==> src/rtl/sarlink_pkg.sv <==
package sarlink_pkg;

    localparam int ASG_BITS = 2;

    typedef enum logic [2:0] {
        PH_IDLE,
        PH_ADDR,
        PH_SETTLE,
        PH_CONV,
        PH_REPLAY,
        PH_TAIL
    } phase_e;

    // first shifted bit lands in the upper field
    typedef struct packed {
        logic single;
        logic odd;
    } asg_t;

    typedef struct packed {
        logic valid;
        logic single;
        logic odd;
    } mux_sel_t;

    function automatic mux_sel_t mux_decode(input logic valid, input asg_t a);
        mux_sel_t m;
        m.valid  = valid;
        m.single = valid & a.single;
        m.odd    = valid & a.odd;
        return m;
    endfunction

    function automatic logic phase_locked(input phase_e p);
        return (p == PH_SETTLE) || (p == PH_CONV) || (p == PH_REPLAY) || (p == PH_TAIL);
    endfunction

endpackage

==> src/rtl/sarlink_edge.sv <==
module sarlink_edge (
    input  logic clk,
    input  logic rst,
    input  logic sclk,
    output logic rise,
    output logic fall
);
    logic sclk_q;

    always_ff @(posedge clk) begin
        if (rst) sclk_q <= 1'b0;
        else     sclk_q <= sclk;
    end

    assign rise = sclk & ~sclk_q;
    assign fall = ~sclk & sclk_q;

endmodule

==> src/rtl/sarlink_seq.sv <==
module sarlink_seq
    import sarlink_pkg::*;
#(
    parameter  int CODE_W = 8,
    localparam int IDX_W  = $clog2(CODE_W)
) (
    input  logic             clk,
    input  logic             rst,
    input  logic             clear,
    input  logic             rise,
    input  logic             fall,
    input  logic             din,
    output phase_e           phase,
    output logic [IDX_W-1:0] bit_idx,
    output asg_t             asg,
    output logic             sel_valid
);
    localparam int CNT_W = $clog2(ASG_BITS + 1);

    phase_e              phase_q;
    logic [IDX_W-1:0]    idx_q;
    logic [ASG_BITS-1:0] asg_bits;
    logic [CNT_W-1:0]    cnt_q;
    logic                valid_q;

    always_ff @(posedge clk) begin
        if (rst || clear) begin
            phase_q  <= PH_IDLE;
            idx_q    <= '0;
            asg_bits <= '0;
            cnt_q    <= '0;
            valid_q  <= 1'b0;
        end else begin
            case (phase_q)
                PH_IDLE: begin
                    if (rise && din) begin
                        phase_q <= PH_ADDR;
                        cnt_q   <= '0;
                    end
                end
                PH_ADDR: begin
                    if (rise) begin
                        asg_bits <= {asg_bits[ASG_BITS-2:0], din};
                        cnt_q    <= cnt_q + CNT_W'(1);
                        if (cnt_q == CNT_W'(ASG_BITS - 1)) begin
                            phase_q <= PH_SETTLE;
                            valid_q <= 1'b1;
                        end
                    end
                end
                PH_SETTLE: begin
                    if (fall) begin
                        phase_q <= PH_CONV;
                        idx_q   <= IDX_W'(CODE_W - 1);
                    end
                end
                PH_CONV: begin
                    if (fall) begin
                        if (idx_q == '0) begin
                            phase_q <= PH_REPLAY;
                            idx_q   <= IDX_W'(1);
                        end else begin
                            idx_q <= idx_q - IDX_W'(1);
                        end
                    end
                end
                PH_REPLAY: begin
                    if (fall) begin
                        if (idx_q == IDX_W'(CODE_W - 1)) phase_q <= PH_TAIL;
                        else                             idx_q   <= idx_q + IDX_W'(1);
                    end
                end
                default: ;
            endcase
        end
    end

    assign phase     = phase_q;
    assign bit_idx   = idx_q;
    assign asg       = asg_t'(asg_bits);
    assign sel_valid = valid_q;

    // assignment frozen once the search sequence owns the link
    assert_din_ignored_R4: assert property (@(posedge clk) disable iff (rst)
        (phase_locked(phase_q) && !clear) |=> $stable(asg_bits))
        else $error("assignment changed after capture");

    // selection is only valid once the address phase is over
    assert_select_after_addr_R3: assert property (@(posedge clk) disable iff (rst)
        valid_q |-> phase_locked(phase_q))
        else $error("select valid outside conversion");

endmodule

==> src/rtl/sarlink_sar.sv <==
module sarlink_sar
    import sarlink_pkg::*;
#(
    parameter  int CODE_W = 8,
    localparam int IDX_W  = $clog2(CODE_W)
) (
    input  logic              clk,
    input  logic              rst,
    input  logic              clear,
    input  logic              rise,
    input  logic              fall,
    input  phase_e            phase,
    input  logic [IDX_W-1:0]  bit_idx,
    input  logic              cmp_in,
    output logic [CODE_W-1:0] trial_code,
    output logic [CODE_W-1:0] result
);
    logic in_conv;
    assign in_conv = (phase == PH_CONV);

    for (genvar i = 0; i < CODE_W; i++) begin : g_bit
        logic hit;
        logic res_q;
        logic trial_q;

        assign hit = (bit_idx == IDX_W'(i));

        always_ff @(posedge clk) begin
            if (rst || clear) begin
                res_q   <= 1'b0;
                trial_q <= 1'b0;
            end else if (in_conv) begin
                if (rise) begin
                    trial_q <= res_q | hit;
                end else if (fall) begin
                    if (hit) begin
                        res_q   <= cmp_in;
                        trial_q <= cmp_in;
                    end else begin
                        trial_q <= res_q;
                    end
                end
            end
        end

        assign result[i]     = res_q;
        assign trial_code[i] = trial_q;
    end

    // decided code is frozen while it is replayed
    assert_result_frozen_R8: assert property (@(posedge clk) disable iff (rst)
        ((phase == PH_REPLAY || phase == PH_TAIL) && !clear) |=> $stable(result))
        else $error("result moved during replay");

    // trial code only moves on a serial clock edge of the search
    assert_trial_on_edge_R6: assert property (@(posedge clk) disable iff (rst)
        (!$stable(trial_code) && !$past(clear)) |-> ($past(rise) || $past(fall)))
        else $error("trial code moved without an sclk edge");

endmodule

==> src/rtl/sarlink_tx.sv <==
module sarlink_tx
    import sarlink_pkg::*;
#(
    parameter  int CODE_W = 8,
    localparam int IDX_W  = $clog2(CODE_W)
) (
    input  logic              clk,
    input  logic              rst,
    input  logic              clear,
    input  logic              fall,
    input  phase_e            phase,
    input  logic [IDX_W-1:0]  bit_idx,
    input  logic [CODE_W-1:0] result,
    input  logic              cmp_in,
    output logic              dout,
    output logic              dout_en
);
    logic do_q;
    logic en_q;

    always_ff @(posedge clk) begin
        if (rst || clear) begin
            do_q <= 1'b0;
            en_q <= 1'b0;
        end else if (fall) begin
            case (phase)
                PH_SETTLE: begin
                    en_q <= 1'b1;
                    do_q <= 1'b0;
                end
                PH_CONV:   do_q <= cmp_in;
                PH_REPLAY: do_q <= result[bit_idx];
                PH_TAIL:   do_q <= 1'b0;
                default: ;
            endcase
        end
    end

    assign dout    = do_q;
    assign dout_en = en_q;

    // deselect returns the line to high impedance
    assert_release_hiz_R1: assert property (@(posedge clk) disable iff (rst)
        clear |=> !en_q)
        else $error("dout still driven after deselect");

    // a driven data bit only changes after a falling sclk edge
    assert_dout_on_fall_R7: assert property (@(posedge clk) disable iff (rst)
        (en_q && $past(en_q) && !$stable(do_q)) |-> $past(fall))
        else $error("dout changed without a falling edge");

endmodule

==> src/rtl/sarlink_core.sv <==
module sarlink_core
    import sarlink_pkg::*;
#(
    parameter  int CODE_W = 8,
    localparam int IDX_W  = $clog2(CODE_W)
) (
    input  logic              clk,
    input  logic              rst,
    input  logic              cs_n,
    input  logic              sclk,
    input  logic              din,
    input  logic              cmp_in,
    output logic              dout,
    output logic              dout_en,
    output logic [CODE_W-1:0] trial_code,
    output logic              sel_valid,
    output logic              sel_single,
    output logic              sel_odd
);
    logic             rise;
    logic             fall;
    logic             clear;
    phase_e           phase;
    logic [IDX_W-1:0] bit_idx;
    asg_t             asg;
    logic             valid;
    logic [CODE_W-1:0] result;
    mux_sel_t         msel;

    assign clear = cs_n;

    sarlink_edge u_edge (
        .clk  (clk),
        .rst  (rst),
        .sclk (sclk),
        .rise (rise),
        .fall (fall)
    );

    sarlink_seq #(.CODE_W(CODE_W)) u_seq (
        .clk       (clk),
        .rst       (rst),
        .clear     (clear),
        .rise      (rise),
        .fall      (fall),
        .din       (din),
        .phase     (phase),
        .bit_idx   (bit_idx),
        .asg       (asg),
        .sel_valid (valid)
    );

    sarlink_sar #(.CODE_W(CODE_W)) u_sar (
        .clk        (clk),
        .rst        (rst),
        .clear      (clear),
        .rise       (rise),
        .fall       (fall),
        .phase      (phase),
        .bit_idx    (bit_idx),
        .cmp_in     (cmp_in),
        .trial_code (trial_code),
        .result     (result)
    );

    sarlink_tx #(.CODE_W(CODE_W)) u_tx (
        .clk     (clk),
        .rst     (rst),
        .clear   (clear),
        .fall    (fall),
        .phase   (phase),
        .bit_idx (bit_idx),
        .result  (result),
        .cmp_in  (cmp_in),
        .dout    (dout),
        .dout_en (dout_en)
    );

    assign msel       = mux_decode(valid, asg);
    assign sel_valid  = msel.valid;
    assign sel_single = msel.single;
    assign sel_odd    = msel.odd;

    // the line is never driven before a channel is selected
    assert_drive_needs_select_R5: assert property (@(posedge clk) disable iff (rst)
        dout_en |-> sel_valid)
        else $error("dout driven without a channel selection");

endmodule

==> config.mk <==
export PLATFORM = sky130hd
export DESIGN_NAME = sarlink_core
export DESIGN_NICKNAME = d
export VERILOG_FILES = /design/src/rtl/sarlink_pkg.sv /design/src/rtl/sarlink_edge.sv /design/src/rtl/sarlink_seq.sv /design/src/rtl/sarlink_sar.sv /design/src/rtl/sarlink_tx.sv /design/src/rtl/sarlink_core.sv
export SDC_FILE = /design/constraint.sdc
export NUM_CORES = 1
export LEC_CHECK = 0
export CAP_MARGIN = 20
export CORE_UTILIZATION = 25
export CTS_CLUSTER_DIAMETER = 30
export DETAILED_ROUTE_END_ITERATION = 16
export GPL_TIMING_DRIVEN = 1
export PLACE_DENSITY = 0.5
export SYNTH_ARGS = -nofsm -noshare
export SYNTH_HDL_FRONTEND = slang
export SYNTH_SLANG_ARGS = --single-unit
==> constraint.sdc <==
create_clock -name clk -period 2.8 [get_ports clk]
set_clock_uncertainty 0.2 [all_clocks]
set_input_delay 0.56 -clock clk [delete_from_list [all_inputs] [get_ports clk]]
set_output_delay 0.56 -clock clk [all_outputs]
set_load 0.005 [all_outputs]
==> impl_metrics.toml <==
[setup_path]
reg2reg_from = "u_seq.bit_idx[0]"
crit_path_max_incr_delay_ps = 480
crit_buf_inv = 3
crit_chain = "clkdlybuf4s50_1 -> inv_1 -> ha_1 -> nand4bb_1 -> buf_4 -> a311oi_1 -> a21oi_1 -> nor2_1"
cp.arrival_ps = 2210
cp.required_ps = 2810
worst-r2r-setup-slack_ps = 760
crit_type = "in2reg"
cp_num_cells = 8
r2r_cells = 6
path_delay_family = "buffers and inverters"
cp_max_fo = 13
rr_endpoint = "u_seq.phase[0]"
critPathCaptureType = "flip-flop"
cp-start-kind = "primary input"
crit_slowest_cell = "clkdlybuf4s50_1"

[grt]
track_usage_pct = 11.6
grt_start_max_net_pins = 30
antenna_found_initial = 0
grt_pass1_vias = 1290
grt_first_pass_wirelength_mm = 6.64
overflow = 0

[die]
coreArea_um2 = 6790
placementRows = 30
io_pins = 19
dieArea_um2 = 7390
die_x_um = 86.0
die_h_um = 86.0
initial_core_util_pct = 25.9

[synthesis]
yosysTopAreaCell = "dfxtp_1"
synth_area_um2 = 1760
avgSynthCellArea_um2 = 8.56
netlist_top_cells_area = "dfxtp_1, ha_1, a21oi_1, nor2_1, buf_4"
synthCells = 206
synth_ff_type = "dfxtp_1"
yosysWarnings = 0
synth_seq_cells = 30
synth-edff-count = 0
synth_fp_nets = 223
async_flop_share_pct = 0
ys_seq_area_share_pct = 34.1
synth_top_cell_area_share_pct = 34.1
yosysUniqueCellTypes = 45

[layout]
diodes = 0
syn_to_final_growth_pct = 16.0
multi_input_area_um2 = 991
nNetsFinal = 233
drive_gt1_share_pct = 10.7
seqCellArea_um2 = 601
fillers = 745
final_cell_mix = "dfxtp_1, a21oi_1, nor2_1, nand2_1, clkdlybuf4s50_1"
final_common_cell = "dfxtp_1"

[sta]
fmax_mhz = 456
setup_viol = 0
setup_ws_ps = 605
period_minus_slack_ps = 2190
drv_slew = 0
slew_headroom_pct = 61.1
grt_setup_unrepaired = "false"
post-route-period-util_pct = 78.4
fin_setup_tns_ps = 0
worstMarginPinSlew_ps = 583
hold_violations = 0

[hold_path]
hold_depth = 2
hp-class = "reg2reg"
whs_endpoint = "u_sar.g_bit[1].trial_q"
worstHoldStart = "u_sar.g_bit[1].trial_q"

[cts]
tritoncts = "built"
postCtsSetupBuffers = 0
holdBufCountCts = 0
htreeDepth = 2
cts_sinks = 30
post_cts_resized = 0
cts_buffers = 5
cts_buffer_depth = 2
path_clk_slew_ps = 60
clk_latency_ps = 280
root_buffer = "clkbuf_8"

[placement]
dp_hpwl_mm = 2.77
dp_slack_ps = 315
gp_congestion = 0.758
io_buffers = 18

[pwr]
power_density_nw_per_um2 = 400
vdd_drop_max_mv = 0.127
leakage_nw = 0.696

[detailed_routing]
wl_mm = 3.85
viasPerCell = 4.52
via_count = 1407
drtIter0Drc = 46
drt_first_pass_iters = 4
drc = 0
postRouteAntennaNets = 0
wire_per_inst_um = 12.4

[status]
status = "complete, no violations"

[flow_run]
maxCapViolCount = 0
==> routing by layer <==
| layer | part of all wire, % | GRT usage [%] | vias up |
|---|---|---|---|
| li1 | - | - | 736 |
| met1 | 54 | 17.3 | 637 |
| met2 | 41 | 15.7 | 29 |
| met3 | 4.1 | 3.46 | 5 |
| met4 | 1.2 | 4.09 | 0 |
| met5 | 0 | 0 | - |
==> worst max-delay path by stage <==
| stage | slack (ps) | start | to |
|---|---|---|---|
| after global placement | 350 | sclk | u_sar.g_bit[6].trial_q |
| after detailed placement | 320 | sclk | u_sar.g_bit[6].trial_q |
| after CTS | 600 | sclk | u_sar.g_bit[6].trial_q |
| final | 610 | sclk | u_sar.g_bit[6].trial_q |
| after floorplan | 920 | sclk | u_sar.g_bit[3].trial_q |
| after global routing | 440 | sclk | u_sar.g_bit[4].trial_q |
==> worst reg2reg max path: cells and delay by family (launching register included) <==
kind,cells,cell delay (ps)
and+or+nand+nor,2,500
DFF,1,380
AOI/OAI and AO/OA,2,340
adders and majority gates,1,320
buffers and inverters,1,170
==> sequential cells by signal (all words and copies together) (netlist names) <==
signal and flops:
u_tx.dout_en 1, u_seq.sel_valid 1, u_sar.g_bit.trial_q 8, u_sar.g_bit.res_q 8, u_seq.phase 3, u_seq.bit_idx 3, u_seq.asg 2, u_seq.cnt_q 2
u_edge.sclk_q 1, u_tx.dout 1
==> cell usage after synthesis (2+ instances only) <==
master and instances:
nand2_1 18, clkbuf_1 3, nor2_1 23, o211ai_1 5, buf_2 5, dfxtp_1 30
a21oi_1 24, nor2b_1 7, o21a_1 2, a311oi_1 3, mux2i_1 7, or2_2 2
ha_1 11, buf_4 10, nand3_1 9, o21ai_1 4, a211oi_1 4, and2_1 3
buf_6 3, inv_1 7, nor3b_1 2
==> cells by family after synthesis <==
logic type	synth area share, %
AND/OR/NAND/NOR	23.0
multiplexers	5.89
buffers and inverters	9.72
flip-flops	34.1
AO/OA/AOI/OAI	19.5
adder cells (fa/ha/maj)	7.81
==> through the flow <==
| step | std cells | power, mW | area (um2) | utilization [%] | hold WS, ps |
|---|---|---|---|---|---|
| after floorplan | 206 | 0.466 | 1760 | - | 232 |
| after global placement | 305 | 0.483 | 1960 | 28.9 | 255 |
| after detailed placement | 305 | 0.482 | 1960 | 28.9 | 255 |
| after CTS | 311 | 0.830 | 2050 | 30.1 | 262 |
| after global routing | 311 | 0.848 | 2050 | 30.1 | 287 |
| final | 311 | 0.819 | 2050 | 30.1 | 259 |
==> final cells by class <==
cell class	instances	area share (%)
clock buffers	6	4.04
inverters	7	1.28
multi-input cells	148	48.4
flip-flops and latches	30	29.4
well taps	96	5.87
repair buffers	24	11.0
==> power by group <==
| part | switching, mW | internal (mW) | leakage [nW] |
|---|---|---|---|
| Clock | 0.157 | 0.189 | 0.0431 |
| Combinational | 0.0235 | 0.0176 | 0.411 |
| Sequential | 0.00314 | 0.428 | 0.242 |
| Total | 0.184 | 0.635 | 0.696 |
(Power assumes the default switching activity.)
